## config.mk

```make
export PLATFORM = sky130hd
export DESIGN_NAME = rtc_alarm
export DESIGN_NICKNAME = d
export VERILOG_FILES = /design/src/rtl/rtc_alarm_pkg.sv /design/src/rtl/rtc_alarm_reg.sv /design/src/rtl/rtc_alarm_cmp.sv /design/src/rtl/rtc_alarm_flag.sv /design/src/rtl/rtc_alarm.sv
export SDC_FILE = /design/constraint.sdc
export NUM_CORES = 1
export LEC_CHECK = 0
export BUFFER_PORTS_ARGS = -buffer_cell sky130_fd_sc_hd__buf_2
export CORE_MARGIN = 3
export CORE_UTILIZATION = 47
export CTS_CLUSTER_SIZE = 25
export DETAILED_ROUTE_END_ITERATION = 10
export PLACE_DENSITY = 0.78
export SYNTH_ARGS = -nofsm -noshare
export SYNTH_HDL_FRONTEND = slang
export SYNTH_SLANG_ARGS = --single-unit
```

## constraint.sdc

```tcl
create_clock -name clk_i -period 1.1 [get_ports clk_i]
set_input_delay 0.22 -clock clk_i [delete_from_list [all_inputs] [get_ports clk_i]]
set_output_delay 0.22 -clock clk_i [all_outputs]
set_load 0.01 [all_outputs]
```

## src/rtl/rtc_alarm_pkg.sv

```systemverilog
package rtc_alarm_pkg;
  localparam int unsigned REG_W = 8;
  localparam int unsigned DIG_W = 7;

  typedef struct packed {
    logic       en;
    logic [2:0] tens;
    logic [3:0] ones;
  } alarm_reg_t;
endpackage

```

## src/rtl/rtc_alarm_reg.sv

```systemverilog
module rtc_alarm_reg
  import rtc_alarm_pkg::*;
(
  input  logic       clk_i,
  input  logic       rst_ni,
  input  logic       wr_i,
  input  alarm_reg_t wdata_i,
  output alarm_reg_t q_o
);
  logic             en_q;
  logic [DIG_W-1:0] dig_q;

  // enable is the only bit with a reset
  always_ff @(posedge clk_i or negedge rst_ni) begin
    if (!rst_ni)   en_q <= 1'b0;
    else if (wr_i) en_q <= wdata_i.en;
  end

  // digits survive every reset
  always_ff @(posedge clk_i) begin
    if (wr_i && rst_ni) dig_q <= {wdata_i.tens, wdata_i.ones};
  end

  assign q_o = '{en: en_q, tens: dig_q[6:4], ones: dig_q[3:0]};

  AST_EN_HOLD: assert property (@(posedge clk_i) disable iff (!rst_ni)
    !wr_i |=> $stable(q_o.en));
  AST_EN_WRITE: assert property (@(posedge clk_i) disable iff (!rst_ni)
    wr_i |=> q_o.en == $past(wdata_i.en));
endmodule

```

## src/rtl/rtc_alarm_cmp.sv

```systemverilog
module rtc_alarm_cmp
  import rtc_alarm_pkg::*;
#(
  parameter int unsigned NUM_FIELDS = 6
) (
  input  logic [NUM_FIELDS-1:0]       en_i,
  input  logic [NUM_FIELDS*DIG_W-1:0] dig_i,
  input  logic [NUM_FIELDS*DIG_W-1:0] cnt_i,
  output logic                        hit_o,
  output logic                        any_en_o
);
  logic [NUM_FIELDS-1:0] ok;

  for (genvar k = 0; k < NUM_FIELDS; k++) begin : g_fld
    // disabled field always passes
    assign ok[k] = !en_i[k] || (dig_i[k*DIG_W +: DIG_W] == cnt_i[k*DIG_W +: DIG_W]);
  end

  assign any_en_o = |en_i;
  assign hit_o    = any_en_o && (&ok);
endmodule

```

## src/rtl/rtc_alarm_flag.sv

```systemverilog
module rtc_alarm_flag (
  input  logic clk_i,
  input  logic rst_ni,
  input  logic man_rst_ni,
  input  logic tick_i,
  input  logic hit_i,
  input  logic any_en_i,
  input  logic clr_i,
  output logic alarm_o
);
  logic alarm_q;
  logic set;

  assign set = tick_i && hit_i;

  always_ff @(posedge clk_i or negedge rst_ni) begin
    if (!rst_ni)                    alarm_q <= 1'b0;
    else if (set)                   alarm_q <= 1'b1;
    else if (clr_i || !man_rst_ni)  alarm_q <= 1'b0;
  end

  assign alarm_o = alarm_q;

  AST_SET_ON_TICK: assert property (@(posedge clk_i) disable iff (!rst_ni)
    $rose(alarm_q) |-> $past(tick_i));
  AST_STICKY: assert property (@(posedge clk_i) disable iff (!rst_ni)
    alarm_q && !clr_i && man_rst_ni |=> alarm_q);
  AST_CLR: assert property (@(posedge clk_i) disable iff (!rst_ni)
    (clr_i || !man_rst_ni) && !(tick_i && hit_i) |=> !alarm_q);
  AST_MATCH_WINS: assert property (@(posedge clk_i) disable iff (!rst_ni)
    tick_i && hit_i |=> alarm_q);
  AST_NO_EN: assert property (@(posedge clk_i) disable iff (!rst_ni)
    !any_en_i && !alarm_q |=> !alarm_q);
endmodule

```

## src/rtl/rtc_alarm.sv

```systemverilog
module rtc_alarm
  import rtc_alarm_pkg::*;
#(
  parameter int unsigned NUM_FIELDS = 6,
  parameter int unsigned ADDR_W     = 3
) (
  input  logic                        clk_i,
  input  logic                        rst_ni,
  input  logic                        man_rst_ni,
  input  logic [ADDR_W-1:0]           addr_i,
  input  logic                        wr_en_i,
  input  logic [REG_W-1:0]            wr_data_i,
  output logic [REG_W-1:0]            rd_data_o,
  input  logic [NUM_FIELDS*DIG_W-1:0] cnt_i,
  input  logic                        tick_i,
  input  logic                        clr_i,
  output logic                        alarm_o
);
  localparam int unsigned CMP_W = NUM_FIELDS * DIG_W;

  alarm_reg_t            regs [NUM_FIELDS];
  logic [NUM_FIELDS-1:0] en;
  logic [CMP_W-1:0]      dig;
  logic                  hit;
  logic                  any_en;

  for (genvar k = 0; k < NUM_FIELDS; k++) begin : g_reg
    rtc_alarm_reg u_reg (
      .clk_i   (clk_i),
      .rst_ni  (rst_ni),
      .wr_i    (wr_en_i && (addr_i == ADDR_W'(k))),
      .wdata_i (alarm_reg_t'(wr_data_i)),
      .q_o     (regs[k])
    );
    assign en[k]                 = regs[k].en;
    assign dig[k*DIG_W +: DIG_W] = {regs[k].tens, regs[k].ones};
  end

  always_comb begin
    rd_data_o = '0;
    for (int k = 0; k < NUM_FIELDS; k++) begin
      if (addr_i == ADDR_W'(k)) rd_data_o = regs[k];
    end
  end

  rtc_alarm_cmp #(.NUM_FIELDS(NUM_FIELDS)) u_cmp (
    .en_i     (en),
    .dig_i    (dig),
    .cnt_i    (cnt_i),
    .hit_o    (hit),
    .any_en_o (any_en)
  );

  rtc_alarm_flag u_flag (
    .clk_i      (clk_i),
    .rst_ni     (rst_ni),
    .man_rst_ni (man_rst_ni),
    .tick_i     (tick_i),
    .hit_i      (hit),
    .any_en_i   (any_en),
    .clr_i      (clr_i),
    .alarm_o    (alarm_o)
  );

  initial begin
    AST_ADDR_FITS: assert (NUM_FIELDS <= (1 << ADDR_W));
  end

  AST_SPARE_ZERO: assert property (@(posedge clk_i) disable iff (!rst_ni)
    (32'(addr_i) >= NUM_FIELDS) |-> rd_data_o == '0);
  AST_MAN_KEEPS_EN: assert property (@(posedge clk_i) disable iff (!rst_ni)
    !man_rst_ni && !wr_en_i |=> $stable(en));
endmodule

```

# Word level (Yosys, flattened, before mapping)
# Cells that the tools add are included.
[word_totals]
register_bits = 49
in_bits = 59
out_inout_bits = 9
wordCells = 64
[op_classes]
n_eq_ne = 11
mux = 8
n_reduce_logical = 32
[ops]
columns = ["operator", "count"]
rows = [
  ["8-bit two-way mux", 6],
  ["7-bit equality test", 6],
  ["1-bit logical AND", 14],
  ["1-bit logical NOT", 7],
  ["1-bit logical OR", 7],
  ["3-bit by 2-bit equality test with 1-bit output, second input constant", 2],
  ["3-bit equality test, second input constant", 2],
  ["6-bit AND reduction", 1],
  ["6-bit OR reduction", 1],
  ["3-bit by 1-bit equality test with 1-bit output, second input constant", 1],
  ["3-bit logical NOT", 1],
  ["1-bit two-way mux", 2],
  ["2-bit nonzero test", 1],
]

# Longest topological paths before layout
[depth]
word_depth = 7
ltp_mapped = 6
ltp_nobuf = 5

# By module
# From an unflattened synthesis, not the netlist that was laid out.
[unflattened]
hier_cells = 185
hier_area_um2 = 2683.8
[by_module_without_submodules]
columns = ["module", "n_inst", "cells_each", "area_per_inst_um2", "seq_area_each_um2"]
rows = [
  ["rtc_alarm_reg", 6, 11, 265.3, 235.2],
  ["rtc_alarm_cmp", 1, 60, 531.8, 0.0],
  ["rtc_alarm", 1, 56, 521.8, 0.0],
  ["rtc_alarm_flag", 1, 3, 38.8, 25.0],
]

# Worst setup path after synthesis
# OpenSTA, ideal clock, no wires.
[synth_path]
kind = "in2reg"
startpoint = "input addr_i[1]"
endpoint = "register g_reg[5].u_reg.dig_q[0], enable pin"
setup_time_ns = 0.380
arrival_ns = 1.282
t_required_ns = 0.720
path_slack_ns = -0.562
stages = 5
path_buffers = 2
path_cell_list = "buf_4 -> inv_1 -> buf_2 -> nand2_1 -> nor3_1"
[synth_via]
elab_chain_cells = 3
[synth_rtl]
columns = ["element", "line", "text"]
rows = [
  ["start, declared", "rtc_alarm.sv:10", "input logic [ADDR_W-1:0] addr_i,"],
  ["3-bit equality test", "rtc_alarm.sv:31", ".wr_i (wr_en_i && (addr_i == ADDR_W'(k))),"],
  ["1-bit logical AND", "rtc_alarm.sv:31", ""],
  ["1-bit logical AND", "rtc_alarm_reg.sv:21", "if (wr_i && rst_ni) dig_q <= {wdata_i.tens, wdata_i.ones};"],
  ["end signal, assigned", "rtc_alarm_reg.sv:21", ""],
  ["end, declared", "rtc_alarm_reg.sv:11", "logic [DIG_W-1:0] dig_q;"],
]
# No other way between the ends.
# A chain may end at the register's enable or synchronous reset.

# Worst setup path in the final report
[layout_path]
startpoint = "register g_reg[2].u_reg.dig_q[6]"
endpoint = "output rd_data_o[6]"
[layout_via]
elab_chain_cells = 4
[layout_rtl]
columns = ["element", "line", "text"]
rows = [
  ["start, declared", "rtc_alarm_reg.sv:11", ""],
  ["start signal, assigned", "rtc_alarm_reg.sv:21", ""],
  ["8-bit two-way mux (4 in a row)", "rtc_alarm.sv:42", "if (addr_i == ADDR_W'(k)) rd_data_o = regs[k];"],
  ["end, declared", "rtc_alarm.sv:13", "output logic [REG_W-1:0] rd_data_o,"],
]
# No other way between the ends.

==> impl_results.md <==
* Status: finished, violations left
* Violations in the final reports: negative setup slack
* Final hold violations at 0
* Max-cap viol count at 0
* Detail Route Antenna Nets at 0
* DRT iter0 DRCs at 112
* Worst clock skew at 0.00454 ns
* Post-route non-filler standard cell count at 392
* Final design area excluding fillers at 3720 um2
* Number of pins exceeding their max-slew limit in the final report at 0
* Power per Cell Area at 1150 nW/um2
* Die extent in x at 79.0 um
* Leading register cell type out of synthesis: edfxtp_1
* Cell count of the worst reg-to-reg path at 8
* Global-route wire length before repair at 11000 um
* Number of antenna violations at the first check in global routing at 0
* Tightest hold margin at 0.119 ns
* Share of the core filled with cells at 75.3%
* Largest driver fanout on the critical path at 2
* DRT Pass-1 Iters at 4
* Final number of setup-violating endpoints at 9
* Via count of the first global-routing pass at 2201
* Area fraction in compound gates after synthesis at 7.25%
* Launch instance of the worst min-delay path: clr_i
* RSZ-0062 raised after global routing: yes
* Register area share after synthesis at 57.4%
* Maximum achievable frequency at 569 MHz
* Cell type with the largest total area after synthesis: edfxtp_1
* Footprint of the flip-flops and latches at 1440 um2
* Die ar. at 6240 um2
* Total cell area at the placement stage at 3460 um2
* Clock root buffer: clkbuf_8
* Die Span Y at 79.0 um
* Fraction of post-synthesis cell area in the top cell type by area at 50.4%
* Maximum number of pins on one net before global-route repair at 15
* Largest family of logic cells by synthesized area: XOR/XNOR gates
* Clock buffer depth at 2
* Share of the cycle needed by the critical path after routing at 160%
* Synth warn at 0
* Synthesized cell area at 2500 um2
* Clock buffer count from CTS at 5
* Via count at 2126
* Terminus of the critical flop-to-flop path: u_flag.alarm_o$_DFFE_PN0P_
* CP startpoint kind: flop
* Cell total after placement at 371
* Worst Hold Path Cells at 2
* Post-Route WL at 7020 um
* Clock Pin Slew Worst Setup and Hold Paths at 0.08 ns
* Residual DRC at 0
* Wire length per cell after detailed routing at 17.9 um
* Setup CP Type: flop to primary output
* Cell Rows at 25
* Total overflow reported by the global router at 0
* Number of cells produced by synthesis at 196
* Average instance area after synthesis at 12.8 um2
* Tightest Pin Transition at 0.368 ns
* Count of pins on the block boundary at 68
* Multiplexer share of the synthesized area at 9.25%
* Synthesized-area fraction occupied by xor and xnor cells at 14.7%
* P_leak at 1.53 nW
* Proportion of layout cells with a drive suffix above 1 at 51.4%
* Core region area at 4940 um2
* Worst setup slack after layout at -0.657 ns
* Area growth, synth to finish at 48.7%
* Post-synth EDFFs at 42
* Minimum period implied by the final worst setup slack at 1.76 ns
* Top post-synthesis cells by area: edfxtp_1 (50%), xor2_1 (7.7%), dfrtp_1 (7.0%)
* Data required, critical path at 0.88 ns
* Number of flip-flops and latches in the synthesized netlist at 49
* Worst hold-check path type: input port to flop
* Number of port buffers at 67
* Post-synth ARST share at 14.3%
* Distinct cell type count after synthesis at 27
* Sink count of the clock tree at 49
* Maximum vdd ir drop at 920 uV
* Starting Density at 50.6%
* Number of H-tree levels at 2
* Gpl congestion at 0.867
* Clk_lat worst skew at 0.30 ns
* Vias per Instance at 5.42
* Post-synthesis adder-cell area fraction at 0%
* Antenna diode instance count at 0
* Final nets at 383
* Fillcell total at 329
* Endpoint of the worst hold-timing path: u_flag.alarm_o$_DFFE_PN0P_
* Overall power of the completed layout at 4.29 mW
* CTS tree: done
* Max transition margin at 75.2%
* Syn Nets at 255
* Final HPWL from detailed placement at 5410 um
* Area of the multi-input gates at 1200 um2
* Pre-CTS WS at -0.472 ns
* R2R Setup Slk at -0.59 ns
* Share of synthesized cell area in and, or, nand and nor gates at 9.15%
* R2R Path Start: g_reg[0].u_reg.dig_q[1]$_DFFE_PP_
* Signal arrival time at the worst endpoint at 1.54 ns
* Kind of end point of the critical path: primary output
* Total Routing Usage GR at 23.8%
* Final total negative setup slack at -5.22 ns
layout make-up:
class / instances / share of cell area [%]
clock buffers: 6 / 1.95
clock inverters: 2 / 0.908
well taps: 67 / 2.25
flip-flops and latches: 49 / 38.6
multi-input cells: 138 / 32.1
repair buffers: 128 / 23.7
inverters: 2 / 0.403
flip-flops by register name, summed over array words and instances (netlist names):
signal	count
g.u_reg.dig_q	42
g.u_reg.en_q	6
u_flag.alarm_o	1
worst max-delay path, cell delays in order, from the launching register on:
cell	delay [ns]
edfxtp_1	0.40
buf_4	0.14
mux2i_1	0.16
nor2_1	0.08
a31oi_2	0.18
o221ai_2	0.13
buf_2	0.15
layer usage:
layer | up-vias | part of all wire (%) | global-route usage, %
met4 | 0 | 2.5 | 6.53
met1 | 1047 | 42 | 31.3
met2 | 66 | 50 | 40.6
met3 | 19 | 4.7 | 3.97
met5 | - | 0 | 0
li1 | 994 | - | -
where the power goes:
part	internal, mW	switching, mW	leakage (nW)
clock	0.671	0.562	0.0528
combinational	0.471	0.426	1.02
sequential	2.10	0.0621	0.465
worst max-delay path by stage:
stage | from | endpoint | slack [ns] | cells past startpoint
2_1_floorplan | g_reg[4].u_reg.dig_q[3]$_DFFE_PP_ | u_flag.alarm_o$_DFFE_PN0P_ | -0.13 | 5
3_3_place_gp | g_reg[1].u_reg.dig_q[6]$_DFFE_PP_ | u_flag.alarm_o$_DFFE_PN0P_ | -0.51 | 6
3_5_place_dp | g_reg[1].u_reg.dig_q[6]$_DFFE_PP_ | u_flag.alarm_o$_DFFE_PN0P_ | -0.47 | 6
4_1_cts | g_reg[2].u_reg.dig_q[6]$_DFFE_PP_ | rd_data_o[6] | -0.65 | 6
5_1_grt | g_reg[2].u_reg.dig_q[6]$_DFFE_PP_ | rd_data_o[6] | -0.79 | 6
6_report | g_reg[2].u_reg.dig_q[6]$_DFFE_PP_ | rd_data_o[6] | -0.66 | 6
cell usage after synthesis, types with 2 or more instances:
library cell   n
mux2i_1       16
buf_2          4
o41ai_1        5
mux2_2         5
xor2_1        22
nor2_1        14
buf_4          2
edfxtp_1      42
nand4_1        6
xnor2_1       20
a31oi_1        9
dfrtp_1        7
nand2_1       15
o221ai_1       8
nor3_1         9
cell usage in the layout (no fill, tap or decap), drive strengths merged, types with 8 or more instances in the layout:
cell type and instances:
a31oi 9, buf 126, edfxtp 42, mux2i 16
nand2 15, nor2 14, nor3 9, o221ai 8
xnor2 20, xor2 22
logic make-up (layout without fill, tap and decap cells):
kind of cell | Yosys count | after routing
buf+inv | 9 | 138
xor+xnor | 42 | 42
simple gates | 50 | 50
compound gates | 24 | 24
mux | 22 | 22
flops | 49 | 49
timing repair:
action	4_1_cts	5_1_grt
resized for setup	3	8
endpoints found under the hold margin	7	0
endpoints found under the setup margin	24	39
setup buffers	10	2
pin swaps	5	2
hold buffers	1	0
gates cloned	0	0
Power figures use the tool's default switching activity.
